==> config.mk <==
export PLATFORM = sky130hd
export DESIGN_NAME = serreg_top
export DESIGN_NICKNAME = d
export VERILOG_FILES = /design/src/rtl/serreg_pkg.sv /design/src/rtl/serreg_sync.sv /design/src/rtl/serreg_framer.sv /design/src/rtl/serreg_bank.sv /design/src/rtl/serreg_top.sv
export SDC_FILE = /design/constraint.sdc
export NUM_CORES = 1
export LEC_CHECK = 0
export BUFFER_PORTS_ARGS = -buffer_cell sky130_fd_sc_hd__buf_4
export CORE_AREA = 2 2 90 92
export DETAILED_ROUTE_END_ITERATION = 12
export DIE_AREA = 0 0 92 94
export GPL_TIMING_DRIVEN = 1
export PLACE_DENSITY_LB_ADDON = 0.1
export REMOVE_ABC_BUFFERS = 1
export SLEW_MARGIN = 0
export SYNTH_ARGS = -nofsm -noshare
export SYNTH_HDL_FRONTEND = slang
export SYNTH_SLANG_ARGS = --single-unit
==> constraint.sdc <==
create_clock -name clk -period 6.1 [get_ports clk]
set_clock_uncertainty 0.1 [all_clocks]
set_input_delay 0.915 -clock clk [delete_from_list [all_inputs] [get_ports clk]]
set_output_delay 0.915 -clock clk [all_outputs]
set_load 0.05 [all_outputs]
==> src/rtl/serreg_pkg.sv <==
package serreg_pkg;

    typedef enum logic [1:0] {
        ST_IDLE = 2'd0,
        ST_ADDR = 2'd1,
        ST_DATA = 2'd2
    } frame_state_e;

endpackage

==> src/rtl/serreg_sync.sv <==
module serreg_sync #(
    parameter int             W       = 3,
    parameter int             STAGES  = 2,
    parameter logic [W-1:0]   RST_VAL = '0
) (
    input  logic         clk,
    input  logic         rst,
    input  logic [W-1:0] async_i,
    output logic [W-1:0] sync_o
);

    logic [STAGES-1:0][W-1:0] chain;

    always_ff @(posedge clk or posedge rst) begin
        if (rst) begin
            chain <= {STAGES{RST_VAL}};
        end else begin
            chain <= {chain[STAGES-2:0], async_i};
        end
    end

    assign sync_o = chain[STAGES-1];

endmodule

==> src/rtl/serreg_framer.sv <==
module serreg_framer
    import serreg_pkg::*;
#(
    parameter int AW = 8,
    parameter int DW = 8,
    localparam int CW = $clog2(AW + DW),
    localparam int SW = (AW > DW) ? AW : DW
) (
    input  logic          clk,
    input  logic          rst,
    input  logic          sen_n_q,
    input  logic          sclk_q,
    input  logic          sdin_q,
    output frame_state_e  state_o,
    output logic [CW-1:0] cnt_o,
    output logic          wr_en_o,
    output logic [AW-1:0] addr_o,
    output logic [DW-1:0] wr_data_o
);

    localparam logic [CW-1:0] ADDR_LAST = CW'(AW - 1);
    localparam logic [CW-1:0] WORD_LAST = CW'(AW + DW - 1);

    frame_state_e  state, nxt;
    logic [CW-1:0] cnt;
    logic [SW-1:0] sh;
    logic [AW-1:0] addr_q;
    logic          sclk_prev;
    logic          fall;

    // a falling edge only counts inside an enable-low window
    assign fall = sclk_prev & ~sclk_q & ~sen_n_q;

    // state register
    always_ff @(posedge clk or posedge rst) begin
        if (rst) begin
            state <= ST_IDLE;
        end else begin
            state <= nxt;
        end
    end

    // next-state logic
    always_comb begin
        nxt = state;
        unique case (state)
            ST_IDLE: if (!sen_n_q) nxt = ST_ADDR;
            ST_ADDR: begin
                if (sen_n_q)                        nxt = ST_IDLE;
                else if (fall && cnt == ADDR_LAST)  nxt = ST_DATA;
            end
            ST_DATA: begin
                if (sen_n_q)                        nxt = ST_IDLE;
                else if (fall && cnt == WORD_LAST)  nxt = ST_ADDR;
            end
            default: nxt = ST_IDLE;
        endcase
    end

    // bit counter, shifter and address capture
    always_ff @(posedge clk or posedge rst) begin
        if (rst) begin
            cnt       <= '0;
            sh        <= '0;
            addr_q    <= '0;
            sclk_prev <= 1'b0;
        end else begin
            sclk_prev <= sclk_q;
            if (sen_n_q) begin
                cnt <= '0;
            end else if (fall) begin
                sh  <= {sh[SW-2:0], sdin_q};
                cnt <= (cnt == WORD_LAST) ? '0 : cnt + 1'b1;
                if (cnt == ADDR_LAST) begin
                    addr_q <= {sh[AW-2:0], sdin_q};
                end
            end
        end
    end

    // outputs
    always_comb begin
        state_o   = state;
        cnt_o     = cnt;
        addr_o    = addr_q;
        wr_data_o = {sh[DW-2:0], sdin_q};
        wr_en_o   = (state == ST_DATA) && fall && (cnt == WORD_LAST);
    end

endmodule

==> src/rtl/serreg_bank.sv <==
module serreg_bank #(
    parameter int NREG   = 8,
    parameter int AW     = 8,
    parameter int DW     = 8,
    parameter int RD_BIT = 0,
    parameter int SR_BIT = 1
) (
    input  logic               clk,
    input  logic               rst,
    input  logic               wr_en,
    input  logic [AW-1:0]      wr_addr,
    input  logic [DW-1:0]      wr_data,
    input  logic [AW-1:0]      rd_addr,
    output logic [NREG*DW-1:0] cfg_q,
    output logic [DW-1:0]      rd_byte,
    output logic               readout_o
);

    logic soft_clr;

    assign soft_clr  = wr_en && (wr_addr == '0) && wr_data[SR_BIT];
    assign readout_o = cfg_q[RD_BIT];

    for (genvar g = 0; g < NREG; g++) begin : g_reg
        logic [DW-1:0] q;
        logic          hit;

        assign hit = wr_en && (wr_addr == AW'(g)) && ((g == 0) || !readout_o);

        always_ff @(posedge clk or posedge rst) begin
            if (rst) begin
                q <= '0;
            end else if (soft_clr) begin
                q <= '0;
            end else if (hit) begin
                q <= wr_data;
            end
        end

        assign cfg_q[g*DW +: DW] = q;
    end

    // address 0 and unmapped addresses read as zero
    always_comb begin
        rd_byte = '0;
        for (int i = 1; i < NREG; i++) begin
            if (rd_addr == AW'(i)) rd_byte = cfg_q[i*DW +: DW];
        end
    end

endmodule

==> src/rtl/serreg_top.sv <==
module serreg_top
    import serreg_pkg::*;
#(
    parameter int NREG = 8,
    parameter int AW   = 8,
    parameter int DW   = 8
) (
    input  logic               clk,
    input  logic               rst,
    input  logic               sen_n,
    input  logic               sclk,
    input  logic               sdin,
    input  logic               ovr_in,
    output logic               sdout,
    output logic [NREG*DW-1:0] cfg_q
);

    localparam int CW = $clog2(AW + DW);
    localparam logic [CW-1:0] WORD_LAST = CW'(AW + DW - 1);

    logic [2:0]    pins_q;
    logic          sen_n_q, sclk_q, sdin_q;
    frame_state_e  state;
    logic [CW-1:0] cnt;
    logic          wr_en;
    logic [AW-1:0] addr;
    logic [DW-1:0] wr_data;
    logic [DW-1:0] rd_byte;
    logic          readout;
    logic [CW-1:0] remain;
    logic          data_bit;

    serreg_sync #(.W(3), .STAGES(2), .RST_VAL(3'b001)) i_sync (
        .clk     (clk),
        .rst     (rst),
        .async_i ({sdin, sclk, sen_n}),
        .sync_o  (pins_q)
    );

    assign sen_n_q = pins_q[0];
    assign sclk_q  = pins_q[1];
    assign sdin_q  = pins_q[2];

    serreg_framer #(.AW(AW), .DW(DW)) i_framer (
        .clk       (clk),
        .rst       (rst),
        .sen_n_q   (sen_n_q),
        .sclk_q    (sclk_q),
        .sdin_q    (sdin_q),
        .state_o   (state),
        .cnt_o     (cnt),
        .wr_en_o   (wr_en),
        .addr_o    (addr),
        .wr_data_o (wr_data)
    );

    serreg_bank #(.NREG(NREG), .AW(AW), .DW(DW)) i_bank (
        .clk       (clk),
        .rst       (rst),
        .wr_en     (wr_en),
        .wr_addr   (addr),
        .wr_data   (wr_data),
        .rd_addr   (addr),
        .cfg_q     (cfg_q),
        .rd_byte   (rd_byte),
        .readout_o (readout)
    );

    // bits still to come in the word select the readback bit, MSB first
    assign remain = WORD_LAST - cnt;

    always_comb begin
        data_bit = 1'b0;
        for (int i = 0; i < DW; i++) begin
            if (remain == CW'(i)) data_bit = rd_byte[i];
        end
    end

    // shared output pin
    always_comb begin
        if (!readout)               sdout = ovr_in;
        else if (state == ST_DATA)  sdout = data_bit;
        else                        sdout = 1'b0;
    end

endmodule

Yosys cells after proc, flatten, opt, wreduce, memory -nomap -nowiden:

Cells that the tools add are included.

* add/subtract/negate cells: 2
* equal/unequal tests: 21
* multiplexer cells: 42
* bitwise gates (word level): 4
* reductions and logical operators: 36

Operators by type and width (count)
* 8-bit two-way mux: 23
* 8-bit by 3-bit equality test with 1-bit output, second input constant: 4
* 4-bit by 3-bit equality test with 1-bit output, second input constant: 5
* 1-bit logical AND: 20
* 2-bit nonzero test: 9
* 8-bit by 2-bit equality test with 1-bit output, second input constant: 2
* 4-bit two-way mux: 3
* 1-bit two-way mux: 10
* 2-bit two-way mux: 5
* 4-bit by 2-bit equality test with 1-bit output, second input constant: 2
* 8-bit by 1-bit equality test with 1-bit output, second input constant: 1
* 8-bit zero test: 1
* 2-bit one-hot mux with 3 select lines: 1
* 3-bit AND reduction: 2
* 4-bit by 1-bit adder with 4-bit output, second input constant: 1
* 4-bit by 1-bit equality test with 1-bit output, second input constant: 1
* 4-bit equality test, second input constant: 1
* 4-bit zero test: 1
* 4-bit subtractor, first input constant: 1
* 3-bit by 1-bit inequality test with 1-bit output, second input constant: 1
* 3-bit by 2-bit inequality test with 1-bit output, second input constant: 1
* 1-bit AND: 2
* 2-bit by 1-bit equality test with 1-bit output, second input constant: 1
* 2-bit equality test, second input constant: 1
* 5 further kinds: 6

* register bits after elaboration: 92
* input port bits: 6
* output and inout bits: 65
* word-level logic and storage cells: 120

Depth between registers and ports, before layout:

Gate-level depths: netlist of the first run.

* depth after elaboration: 18
* gate-level depth with buffers: 9
* mapped depth without buffers: 8

By module:

A second synthesis of the first run with hierarchy kept.

* cells, all modules: 409
* area total of the unflattened synthesis: 4548.1 um^2

By module, submodules not included
* serreg_bank: times used 1, cells an instance 321, area each 3333.2 um^2, seq. area each 1601.5 um^2
* serreg_framer: times used 1, cells an instance 69, area each 945.9 um^2, seq. area each 550.5 um^2
* serreg_sync: times used 1, cells an instance 10, area each 178.9 um^2, seq. area each 152.6 um^2
* serreg_top: times used 1, cells an instance 9, area each 90.1 um^2, seq. area each 0.0 um^2

Least setup slack after synthesis of the first run:

No wires, ideal clock.

* kind: register to output
* start point: register i_framer.addr_q[2], in the netlist i_framer.addr_o[2]
* end point: output port sdout
* arrival time: 2.312 ns
* data required time: 5.085 ns
* setup slack: 2.773 ns
* stages on the path, launching flop included: 10
* path buffers: 3
* path through: dfrtp_1 buf_2 clkbuf_1 clkbuf_1 nand2_1 o21ai_0 o211ai_1 o2111ai_1 o2111ai_1 nor2_1

* longest elaborated chain between the ends: 18
* elaborated cells between the ends (all ways): 24
* those cells by class: eq/ne: 7; mux: 17

RTL lines
* start, declared: line serreg_framer.sv:27 `logic [AW-1:0] addr_q;`
* start signal, assigned: line serreg_framer.sv:75 `addr_q <= {sh[AW-2:0], sdin_q};`
* 8-bit by 1-bit equality test with 1-bit output: line serreg_bank.sv:47 `if (rd_addr == AW'(i)) rd_byte = cfg_q[i*DW +: DW];`
* 8-bit two-way mux (6 in a row): line serreg_bank.sv:47
* 8-bit two-way mux (*): line serreg_bank.sv:47
* 1-bit two-way mux (7 in a row): line serreg_top.sv:75 `if (remain == CW'(i)) data_bit = rd_byte[i];`
* 1-bit two-way mux (*): line serreg_top.sv:75
* 1-bit two-way mux (*): line serreg_top.sv:82 `else if (state == ST_DATA) sdout = data_bit;`
* 1-bit two-way mux (*): line serreg_top.sv:81 `if (!readout) sdout = ovr_in;`
* end, declared: line serreg_top.sv:14 `output logic sdout,`

Every way passes the cells marked *; elsewhere a longest branch is shown, timed or not.

Worst setup path after layout of the first run:

Same ends and word-level chain as after synthesis.

==> out/metrics.csv, run 1 <==
stage,metric,value,unit
setup_path,cp_data_arrival_time,2.85,ns
cells_and_area,area_growth,15.7,%
place,gp_congestion,0.974,
power_and_ir_drop,power_frac_seq,0.582,
detailed_routing,num_vias,3377,
setup_path,max_stage_delay,0.98,ns
cells_and_area,final_cells,581,
power_and_ir_drop,swShare,0.264,
floorplan,dieHeight,94,µm
place,dp_cells,565,
detailed_routing,vias_per_cell,5.81,
synth,ys_warn_count,0,
cts,cts_setup_buffers,0,
timing,worst_slew_pin_slew,1.12,ns
setup_path,worst_setup_path_start_kind,flip-flop,
power_and_ir_drop,internal_power,883,µW
worst_hold_path,min_path_type,reg2reg,
power_and_ir_drop,finalPower,1.20,mW
power_and_ir_drop,power_leakage,2.62,nW
cells_and_area,layout.nets,484,
power_and_ir_drop,power.density,227,nW/µm²
cts,cts_resized,0,
setup_path,path_max_fanout,29,
grt,grt_max_degree,93,
cts,postCtsHoldBufs,0,
timing,timing.final.crit_share,0.633,
power_and_ir_drop,switching_power,317,µW
detailed_routing,ant_nets,0,
synth,synth_cell_types,54,
timing,rsz0062_at_grt,no,
timing,fin_crit,3.86,ns
synth,synth_top_area_frac,0.494,
cells_and_area,n_antenna_cell,0,
cts,cts_buffers,9,
cts,clockBufferDepth,2,
detailed_routing,routedWlPerCell,18.4,µm
synth,synth_edf_count,0,
place,io_buffers,70,
setup_path,cp_cell_sequence,"inv_2, and3_1, a211oi_1, o21ai_0, a311oi_1, nor2_1, buf_4",
cts,clkTransAtPathRegs,0.09,ns
synth,synth_top_area_cell,dfrtp_1,
timing,setup_viol,0,
synth,ys_ff_latch,92,
cts,cts.sinks,92,
grt,antenna_found_initial,0,
cells_and_area,drive_gt1_frac,0.263,
synth,syn_area,4560,µm²
floorplan,ioPinCount,71,
grt,grt_pass1_vias,3364,
setup_path,cpMaxStageDelayCell,dfrtp_1,
detailed_routing,drtIter0Drc,230,
power_and_ir_drop,ir_worst_vdd,0.242,mV
timing,max_freq,259,MHz
floorplan,fp.coreArea,7610,µm²
synth,synth_area_per_cell,10.8,µm²
cts,h-tree-depth,3,
floorplan,die_width,92,µm
run_status,status,completed,
detailed_routing,first_pass_iters,4,
timing,relSlewSlack,0.250,
detailed_routing,post-route-drc-count,0,
grt,grt_overflow,0,
cts,root_buffer,clkbuf_8,
setup_path,critPathCaptureType,output pin,
run,drv_cap,0,
power_and_ir_drop,p_comb_frac,0.049,
timing,finalHoldViolations,0,
timing,finalSetupTns,0,ns
synth,ys_top_cells_by_area,"dfrtp_1 49%, mux2i_1 13%, nor2_1 5.6%",
synth,synth_flop_cell,dfrtp_1,
cts,cts_tree,yes,
synth,synthArstFlopShare,1.00,
floorplan,rows,32,
setup_path,required,5.08,ns
floorplan,start_util,0.600,
floorplan,fp.dieArea,8650,µm²
timing,slew_viol_final,0,
setup_path,critPathKind,reg2out,
power_and_ir_drop,clock_power_share,0.369,
cts,worst_skew_pair.late_latency,0.37,ns
detailed_routing,finalWirelength,10700,µm
grt,grt_pass1_wl,17300,µm
place,place_hpwl,7160,µm
synth,synth_cells,422,
setup_path,crit_buf_inv,2,
setup_path,critical_path.top_delay_family,flip-flops,
synth,yosysSeqAreaShare,0.505,
grt,grtUsageTotal,0.261,
==> kinds of logic after synthesis <==
group | share of synthesized area
compound gates | 0.0831
xor+xnor | 0.00192
fa+ha+maj | 0.0110
buf+inv | 0.0516
flops | 0.505
mux | 0.192
simple gates | 0.156
==> placed cells by master (no fill, tap or decap), types with 2 or more instances in the layout <==
| cell type | n |
|---|---|
| a211oi_1 | 6 |
| nand2b_1 | 3 |
| clkbuf_8 | 12 |
| o21ai_0 | 22 |
| nand3b_1 | 4 |
| buf_4 | 74 |
| mux2i_1 | 57 |
| nor2_1 | 68 |
| mux4_2 | 5 |
| nor2b_1 | 9 |
| nor3b_1 | 2 |
| mux2_2 | 17 |
| a21oi_1 | 14 |
| o2111ai_1 | 3 |
| ha_1 | 4 |
| and2_1 | 2 |
| nand4_1 | 3 |
| a221oi_1 | 3 |
| dfrtp_1 | 90 |
| inv_1 | 9 |
| dfstp_2 | 2 |
| nand2_1 | 28 |
| and3_1 | 5 |
| nor3_1 | 2 |
| a311oi_1 | 2 |
| nand3_1 | 3 |
| nand3_2 | 2 |
==> power by group through the flow <==
stage / Clock [mW] / Combinational (mW) / Sequential (mW)
2_1_floorplan: 0 / 0.0470 / 0.677
3_3_place_gp: 0 / 0.0584 / 0.709
3_5_place_dp: 0 / 0.0596 / 0.709
4_1_cts: 0.447 / 0.0599 / 0.698
5_1_grt: 0.474 / 0.0667 / 0.704
6_report: 0.443 / 0.0589 / 0.698
==> final timing paths <==
| kind | cells after the start | slack, ns | startpoint | to |
|---|---|---|---|---|
| max in group asynchronous | 3 | 4.38 | rst | i_bank.g_reg[1].q[3]$_DFFE_PP0P_ |
| min in group asynchronous | 3 | 0.81 | rst | i_bank.g_reg[1].q[6]$_DFFE_PP0P_ |
| worst min register to register | 0 | 0.26 | i_sync.chain[2]$_DFF_PP0_ | i_sync.sync_o[2]$_DFF_PP0_ |
| worst max-delay path | 7 | 2.24 | i_framer.addr_o[2]$_DFFE_PP0P_ | sdout |
| worst min-delay path | 0 | 0.26 | i_sync.chain[2]$_DFF_PP0_ | i_sync.sync_o[2]$_DFF_PP0_ |
| worst max register to register | 7 | 3.01 | i_framer.cnt_o[0]$_DFFE_PP0P_ | i_bank.g_reg[4].q[6]$_DFFE_PP0P_ |
==> sequential cells by signal, indices dropped and copies added (netlist names) <==
name and flops:
i_framer.state_o 2, i_framer.cnt_o 4, i_sync.sync_o 3, i_framer.sh 7, i_bank.g.q 64, i_sync.chain 3
i_framer.sclk_prev 1, i_framer.addr_o 8
==> Yosys cell counts, types with 4 or more instances <==
cell type	instances
a21oi_1	14
mux4_2	5
nand3b_1	4
buf_2	4
ha_1	4
clkbuf_1	13
clkbuf_4	5
a211oi_1	6
dfrtp_1	90
nor2_1	68
and3_1	5
mux2_2	17
nand2_1	28
inv_1	10
buf_6	4
buf_4	4
mux2i_1	57
o21ai_0	22
nor2b_1	9
==> layout make-up <==
cell class	count	area, µm²
flip-flops and latches	92	2300
clock buffers	12	165
multi-input cells	286	2030
well taps	102	128
clock inverters	4	55.1
inverters	11	42.5
fillers	604	2330
repair buffers	74	556
==> stage by stage <==
step	hold WS, ns	cell area [µm²]	setup WS, ns	util
2_1_floorplan	0.231	4370	1.76	-
3_3_place_gp	0.233	5060	2.75	0.665
3_5_place_dp	0.240	5060	2.69	0.665
4_1_cts	0.261	5280	2.28	0.694
5_1_grt	0.271	5280	2.09	0.694
6_report	0.259	5280	2.24	0.694
==> layer usage <==
layer,global-route usage,wire length [µm],up-vias
li1,-,-,1576
met1,0.366,4670,1670
met2,0.408,5190,117
met3,0.0417,641,14
met4,0.108,199,0
met5,0,0,-
(Power assumes the default switching activity.)
==> inputs of run 2 (changes only) <==
--- a/config.mk
+++ b/config.mk
@@ -5,10 +5,11 @@
 export SDC_FILE = /design/constraint.sdc
 export NUM_CORES = 1
 export LEC_CHECK = 0
+export ABC_AREA = 1
 export BUFFER_PORTS_ARGS = -buffer_cell sky130_fd_sc_hd__buf_4
-export CORE_AREA = 2 2 90 92
+export CORE_AREA = 2 2 94 96
 export DETAILED_ROUTE_END_ITERATION = 12
-export DIE_AREA = 0 0 92 94
+export DIE_AREA = 0 0 96 98
 export GPL_TIMING_DRIVEN = 1
 export PLACE_DENSITY_LB_ADDON = 0.1
 export REMOVE_ABC_BUFFERS = 1
==> constraint.sdc (replaced) <==
create_clock -name clk -period 3.55 [get_ports clk]
set_clock_uncertainty 0.1 [all_clocks]
set_input_delay 0.5325 -clock clk [delete_from_list [all_inputs] [get_ports clk]]
set_output_delay 0.5325 -clock clk [all_outputs]
set_load 0.05 [all_outputs]
==> out/metrics.csv, run 2 <==
stage,metric,value,unit,change
setup_path,cp_cell_sequence,"nor2_1, nand2_1, inv_4, nand2_2, nor2_2, inv_1, o21ai_0, inv_1, nand2_1, nand2_1, nand2_1, nand2_1, nand2_1, nand2_1, nand2_1, nand2_1, nand2_1, nand2_1, nand2_1, nand2_1, buf_4",,
timing,fin_hold_ws,0.173,ns,-0.0859 ns
run,drv_cap,0,,unchanged
synth,synth_top_area_frac,0.534,,+0.0404
setup_path,critPathKind,reg2out,,
timing,setup_viol,0,,unchanged
detailed_routing,finalWirelength,11400,µm,+6.6%
detailed_routing,drtIter0Drc,200,,-13%
cells_and_area,final_common_cell,nand2_1,,
cts,root_buffer,clkbuf_8,,
synth,synthArstFlopShare,1.00,,unchanged
timing,finalSetupTns,0,ns,unchanged
cells_and_area,n_antenna_cell,0,,unchanged
synth,yosysSeqAreaShare,0.547,,+0.0414
timing,fin_crit,3.17,ns,
grt,antenna_found_initial,0,,unchanged
detailed_routing,first_pass_iters,7,,+3
power_and_ir_drop,ir_worst_vdd,0.326,mV,+35%
timing,layout_setup_ws,0.375,ns,-1.86 ns
cts,worst_skew_pair.late_latency,0.36,ns,about the same
place,gp_congestion,0.909,,-6.7%
timing,slew_viol_final,0,,unchanged
grt,grt_pass1_wl,18000,µm,+4.4%
synth,synth_commonest_cells,"149 x nand2_1, 90 x dfrtp_1, 65 x o21ai_0",,
timing,max_freq,315,MHz,
run_status,status,completed,,
synth,synth_top_area_cell,dfrtp_1,,
cells_and_area,drive_gt1_frac,0.211,,-0.0520
setup_path,worst_setup_path_start_kind,flip-flop,,
setup_path,required,2.92,ns,-2.16 ns
synth,ys_warn_count,0,,unchanged
grt,grtUsageTotal,0.255,,-0.00540
floorplan,ioPinCount,71,,unchanged
cts,h-tree-depth,3,,unchanged
detailed_routing,ant_nets,0,,unchanged
cts,clockBufferDepth,2,,unchanged
cts,cts_setup_buffers,0,,unchanged
timing,worst_slew_pin_slew,0.855,ns,-0.270 ns
setup_path,cp_data_arrival_time,2.54,ns,-0.31 ns
setup_path,r2r-start,i_framer.cnt_o[0]$_DFFE_PP0P_,,
setup_path,critPathCaptureType,output pin,,
floorplan,fp.coreArea,8470,µm²,+11%
detailed_routing,num_vias,3709,,+9.8%
floorplan,dieHeight,98,µm,+4.3%
cts,postCtsHoldBufs,0,,unchanged
floorplan,rows,34,,+6.3%
setup_path,critPathLaunch,i_framer.addr_o[6]$_DFFE_PP0P_,,
setup_path,path_max_fanout,15,,-48%
cts,cts_tree,yes,,
synth,synth_area_per_cell,8.47,µm²,-22%
timing,rsz0062_at_grt,no,,
timing,timing.final.crit_share,0.894,,
power_and_ir_drop,power.density,397,nW/µm²,+74%
synth,synth_flop_cell,dfrtp_1,,
worst_hold_path,holdCritStartpoint,sdin,,
cts,clkTransAtPathRegs,0.09,ns,about the same
place,place_hpwl,8160,µm,+14%
setup_path,crit_top_cell,nand2_1,,
detailed_routing,vias_per_cell,5.41,,-7.0%
floorplan,die_width,96,µm,+4.3%
place,io_buffers,70,,unchanged
synth,yosysMostFrequentCell,nand2_1,,
floorplan,fp.dieArea,9410,µm²,+8.8%
worst_hold_path,min_path_type,in2reg,,
synth,syn_area,4220,µm²,-7.6%
grt,grt_pass1_vias,3348,,-0.48%
synth,synth_edf_count,0,,unchanged
grt,grt_max_degree,51,,-45%
cells_and_area,regMostFlops,i_bank.g.q,,
place,dp_cells,670,,+19%
place,pre_cts_ws,0.587,ns,-2.11 ns
cells_and_area,layout.nets,583,,+20%
cells_and_area,fin_util,0.597,,-0.0969
floorplan,start_util,0.498,,-0.102
timing,relSlewSlack,0.430,,+0.180
synth,synth_cell_types,33,,-39%
grt,grt_overflow,0,,unchanged
detailed_routing,routedWlPerCell,16.6,µm,-9.7%
synth,ys_top_cells_by_area,"dfrtp_1 53%, nand2_1 13%, o21ai_0 7.7%",,
setup_path,cpMaxStageDelayCell,dfrtp_1,,
cells_and_area,final_cells,686,,+18%
cts,cts.sinks,92,,unchanged
cells_and_area,largest_register_ffs,64,,unchanged
detailed_routing,post-route-drc-count,0,,unchanged
cells_and_area,area_growth,19.8,%,
cts,cts_buffers,9,,unchanged
synth,ys_ff_latch,92,,unchanged
power_and_ir_drop,power_leakage,2.43,nW,-7.1%
setup_path,max_stage_delay,0.39,ns,-0.59 ns
timing,finalHoldViolations,0,,unchanged
cells_and_area,mostFrequentLayoutCells,"148 x nand2_1, 90 x dfrtp_1, 75 x buf_4, 65 x o21ai_0, 51 x inv_1",,
synth,synth_cells,498,,+18%
[run 2: cell types whose count changed in the layout (fill, tap and decap cells not counted), sizes merged, moves of 6 or more]
cell	previous run	this run
mux2	17	1
inv	11	58
mux2i	57	0
nand3	5	31
nand2	28	151
nor2	69	32
nor2b	9	0
a211oi	7	1
o21ai	22	87
[run 2: path summary, 6_finish.rpt]
check / slack [ns] / cells after the start / to
worst max register to register: 0.61 / 12 / i_bank.g_reg[4].q[6]$_DFFE_PP0P_
min in group asynchronous: 0.20 / 2 / i_bank.g_reg[0].q[4]$_DFFE_PP0P_
worst max-delay path: 0.38 / 21 / sdout
max in group asynchronous: 2.32 / 3 / i_bank.g_reg[1].q[1]$_DFFE_PP0P_
worst min register to register: 0.25 / 0 / i_sync.sync_o[2]$_DFF_PP0_
worst min-delay path: 0.17 / 1 / i_sync.chain[2]$_DFF_PP0_
[run 2: cells by family (layout without fill, tap and decap cells)]
| family | after synthesis | in the layout | synth area share |
|---|---|---|---|
| compound gates | 104 | 104 | 0.137 |
| xor+xnor | 1 | 1 | 0.00208 |
| fa+ha+maj | 4 | 4 | 0.0119 |
| buf+inv | 70 | 150 | 0.0727 |
| flops | 92 | 92 | 0.547 |
| mux | 1 | 1 | 0.00267 |
| simple gates | 226 | 226 | 0.227 |
[run 2: worst max-delay path, delay by kind of cell (launching register included)]
family	cells	cell delay [ns]
AOI/OAI and AO/OA	1	0.20
buffers and inverters	4	0.51
DFF	1	0.39
and+or+nand+nor	16	1.10
[run 2: per-stage QoR]
stage	total power, mW	instance area [µm²]
after floorplan	1.22	4130
after global placement	1.30	4830
after detailed placement	1.31	4830
after CTS	2.01	5030
after global routing	2.07	5050
final	2.00	5050
[run 2: power breakdown]
part           internal (mW)  total (mW)  switching [mW]
sequential              1.08        1.11          0.0238
combinational         0.0347       0.180           0.146
clock                  0.346       0.719           0.373
[run 2: cell type report]
class,instances,area [µm²]
clock buffer,12,145
clock inverter,4,51.3
sequential,92,2300
multi-input combinational,336,1630
tap,108,135
timing repair buffer,75,563
fill,787,3410
inverter,59,225
[run 2: metal layers]
layer | up-vias | routed length (µm) | GRT usage
met2 | 138 | 5370 | 0.385
met5 | - | 0 | 0
met3 | 21 | 680 | 0.0378
met4 | 0 | 209 | 0.0769
li1 | 1765 | - | -
met1 | 1785 | 5150 | 0.382
[run 2: repair_timing]
item	CTS	global route
endpoints found under the setup margin	0	1
gates resized for setup	0	8
hold endpoints to repair	0	0
==> inputs of run 3 (changes only) <==
--- a/config.mk
+++ b/config.mk
@@ -7,9 +7,9 @@
 export LEC_CHECK = 0
 export ABC_AREA = 1
 export BUFFER_PORTS_ARGS = -buffer_cell sky130_fd_sc_hd__buf_4
-export CORE_AREA = 2 2 94 96
+export CORE_AREA = 2 2 113 115
 export DETAILED_ROUTE_END_ITERATION = 12
-export DIE_AREA = 0 0 96 98
+export DIE_AREA = 0 0 115 117
 export GPL_TIMING_DRIVEN = 1
 export PLACE_DENSITY_LB_ADDON = 0.1
 export REMOVE_ABC_BUFFERS = 1
==> out/metrics.csv, run 3 (same netlist as run 2, synthesis figures left out) <==
stage,metric,value,unit,change
power_and_ir_drop,ir_worst_vdd,0.182,mV,-44%
cells_and_area,final_common_cell,nand2_1,,
worst_hold_path,min_path_type,in2async,,
cells_and_area,largest_register_ffs,64,,unchanged
power_and_ir_drop,switching_power,564,µW,+4.1%
run,drv_cap,0,,unchanged
cells_and_area,layout.nets,584,,+0.17%
timing,relSlewSlack,0.563,,+0.132
floorplan,die_width,115,µm,+20%
cts,clockBufferDepth,2,,unchanged
grt,grt_pass1_vias,3562,,+6.4%
power_and_ir_drop,power.density,432,nW/µm²,+8.9%
detailed_routing,finalWirelength,12100,µm,+6.2%
floorplan,fp.dieArea,13500,µm²,+43%
floorplan,rows,41,,+21%
detailed_routing,post-route-drc-count,0,,unchanged
setup_path,critPathKind,reg2out,,
power_and_ir_drop,clock_power_share,0.429,,+0.070
cts,cts_tree,yes,,
cells_and_area,drive_gt1_frac,0.207,,-0.00382
floorplan,start_util,0.342,,-0.156
cells_and_area,mostFrequentLayoutCells,"149 x nand2_1, 90 x dfrtp_1, 75 x buf_4, 65 x o21ai_0, 51 x inv_1",,
timing,rsz0062_at_grt,no,,
detailed_routing,ant_nets,0,,unchanged
place,gp_congestion,0.860,,-5.5%
timing,timing.final.crit_share,0.903,,+0.00858
detailed_routing,routedWlPerCell,16.6,µm,about the same
timing,setup_viol,0,,unchanged
timing,max_freq,312,MHz,-0.95%
timing,finalHoldViolations,0,,unchanged
power_and_ir_drop,finalPower,2.25,mW,+12%
floorplan,dieHeight,117,µm,+19%
cells_and_area,area_growth,23.4,%,
timing,fin_crit,3.21,ns,+0.0305 ns
grt,grt_max_degree,57,,+12%
setup_path,critPathCaptureType,output pin,,
detailed_routing,num_vias,3545,,-4.4%
place,place_hpwl,8890,µm,+8.9%
power_and_ir_drop,p_comb_frac,0.079,,-0.011
cts,cts_buffers,9,,unchanged
power_and_ir_drop,internal_power,1.68,mW,+15%
cts,clkTransAtPathRegs,0.06,ns,-0.03 ns
grt,grt_pass1_wl,19500,µm,+8.2%
grt,antenna_found_initial,0,,unchanged
cts,cts_setup_buffers,0,,unchanged
floorplan,fp.coreArea,12300,µm²,+45%
setup_path,worst_setup_path_start_kind,flip-flop,,
detailed_routing,drtIter0Drc,264,,+32%
timing,slew_viol_final,0,,unchanged
place,io_buffers,70,,unchanged
detailed_routing,detail_route.wirelength.met1,5770,µm,+12%
detailed_routing,route.met2.wl,5720,µm,+6.5%
grt,grt_overflow,0,,unchanged
detailed_routing,first_pass_iters,4,,-3
cells_and_area,regMostFlops,i_bank.g.q,,
setup_path,path_max_fanout,15,,unchanged
cts,worst_skew_pair.late_latency,0.34,ns,-0.02 ns
cts,h-tree-depth,3,,unchanged
detailed_routing,vias_per_cell,4.86,,-10%
power_and_ir_drop,power_frac_seq,0.492,,-0.059
detailed_routing,top_layer_used,met4,,
cts,root_buffer,clkbuf_16,,
setup_path,cp_data_arrival_time,2.57,ns,+0.03 ns
power_and_ir_drop,swShare,0.251,,-0.0194
run_status,status,completed,,
cts,cts.sinks,92,,unchanged
setup_path,required,2.92,ns,about the same
timing,finalSetupTns,0,ns,unchanged
floorplan,ioPinCount,71,,unchanged
power_and_ir_drop,power_leakage,2.49,nW,+2.4%
detailed_routing,wl_met3,340,µm,-50%
cells_and_area,n_antenna_cell,0,,unchanged
timing,worst_slew_pin_slew,0.655,ns,-0.199 ns
grt,grtUsageTotal,0.193,,-0.0620
==> run 3: changes by cell type in the layout (fill, tap and decap cells not counted) <==
| cell | change |
|---|---|
| clkinv_2 | +1 |
| inv_4 | -1 |
| buf_12 | +1 |
| inv_2 | +1 |
| clkbuf_8 | -9 |
| nand2_1 | +1 |
| clkinvlp_4 | -1 |
| nor2_4 | -2 |
| clkbuf_16 | +9 |
| nor2_1 | +2 |
| nand2_2 | -1 |
==> run 3: what timing repair did <==
item                       in CTS  in global routing
setup endpoints to repair       0                  1
hold buffers                    0                  0
gates resized for setup         0                  2
==> run 3: metal layers <==
| layer | vias up | GRT usage |
|---|---|---|
| met3 | 20 | 0.0324 |
| met2 | 63 | 0.304 |
| met4 | 0 | 0.0843 |
| li1 | 1764 | - |
| met1 | 1698 | 0.265 |
| met5 | - | 0 |
==> run 3: power groups by stage <==
stage	clock network (mW)	logic, mW	registers [mW]
after floorplan	0	0.104	1.12
after global placement	0	0.181	1.12
after detailed placement	0	0.183	1.12
after CTS	0.983	0.184	1.10
after global routing	1.03	0.202	1.11
final	0.963	0.178	1.10
==> run 3: final cells by class <==
cell class / instances / area, µm²
fill: 1262 / 7110
sequential: 92 / 2300
multi-input combinational: 336 / 1610
timing repair buffer: 76 / 583
clock buffer: 12 / 246
inverter: 59 / 223
tap: 150 / 188
clock inverter: 4 / 48.8
==> run 3: critical path, stage by stage, from the launching register on <==
cell     delay [ns]
dfrtp_1        0.39
nor2_1         0.11
nand2_1        0.12
inv_2          0.20
nand2_1        0.14
nor2_1         0.11
buf_4          0.18
a21oi_1        0.08
nand3_1        0.08
nand2_1        0.07
nand2_1        0.06
nand2_1        0.04
nand2_1        0.05
nand2_1        0.05
nand2_1        0.05
nand2_1        0.05
nand2_1        0.05
nand2_1        0.05
nand2_1        0.06
nand2_1        0.07
nand2_1        0.06
buf_4          0.19
==> run 3: path summary, 6_finish.rpt <==
path,start,end,slack (ns),depth (start not counted)
worst max-delay path,i_framer.addr_o[6]$_DFFE_PP0P_,sdout,0.34,21
worst min-delay path,rst,i_bank.g_reg[0].q[2]$_DFFE_PP0P_,0.15,2
worst max register to register,i_framer.cnt_o[1]$_DFFE_PP0P_,i_bank.g_reg[4].q[4]$_DFFE_PP0P_,0.73,12
worst min register to register,i_sync.chain[1]$_DFF_PP0_,i_sync.sync_o[1]$_DFF_PP0_,0.25,0
max in group asynchronous,rst,i_bank.g_reg[6].q[6]$_DFFE_PP0P_,2.46,3
min in group clk,sdin,i_sync.chain[2]$_DFF_PP0_,0.19,1
==> run 3: per-stage QoR <==
step	hold WS, ns	setup slack (ns)	std cells	utilization	area [µm²]
2_1_floorplan	0.231	0.529	487	-	4130
6_report	0.155	0.345	729	0.423	5200
5_1_grt	0.176	0.0109	729	0.423	5200
3_5_place_dp	0.236	0.572	713	0.398	4900
3_3_place_gp	0.232	0.647	713	0.398	4900
4_1_cts	0.177	0.193	729	0.422	5200
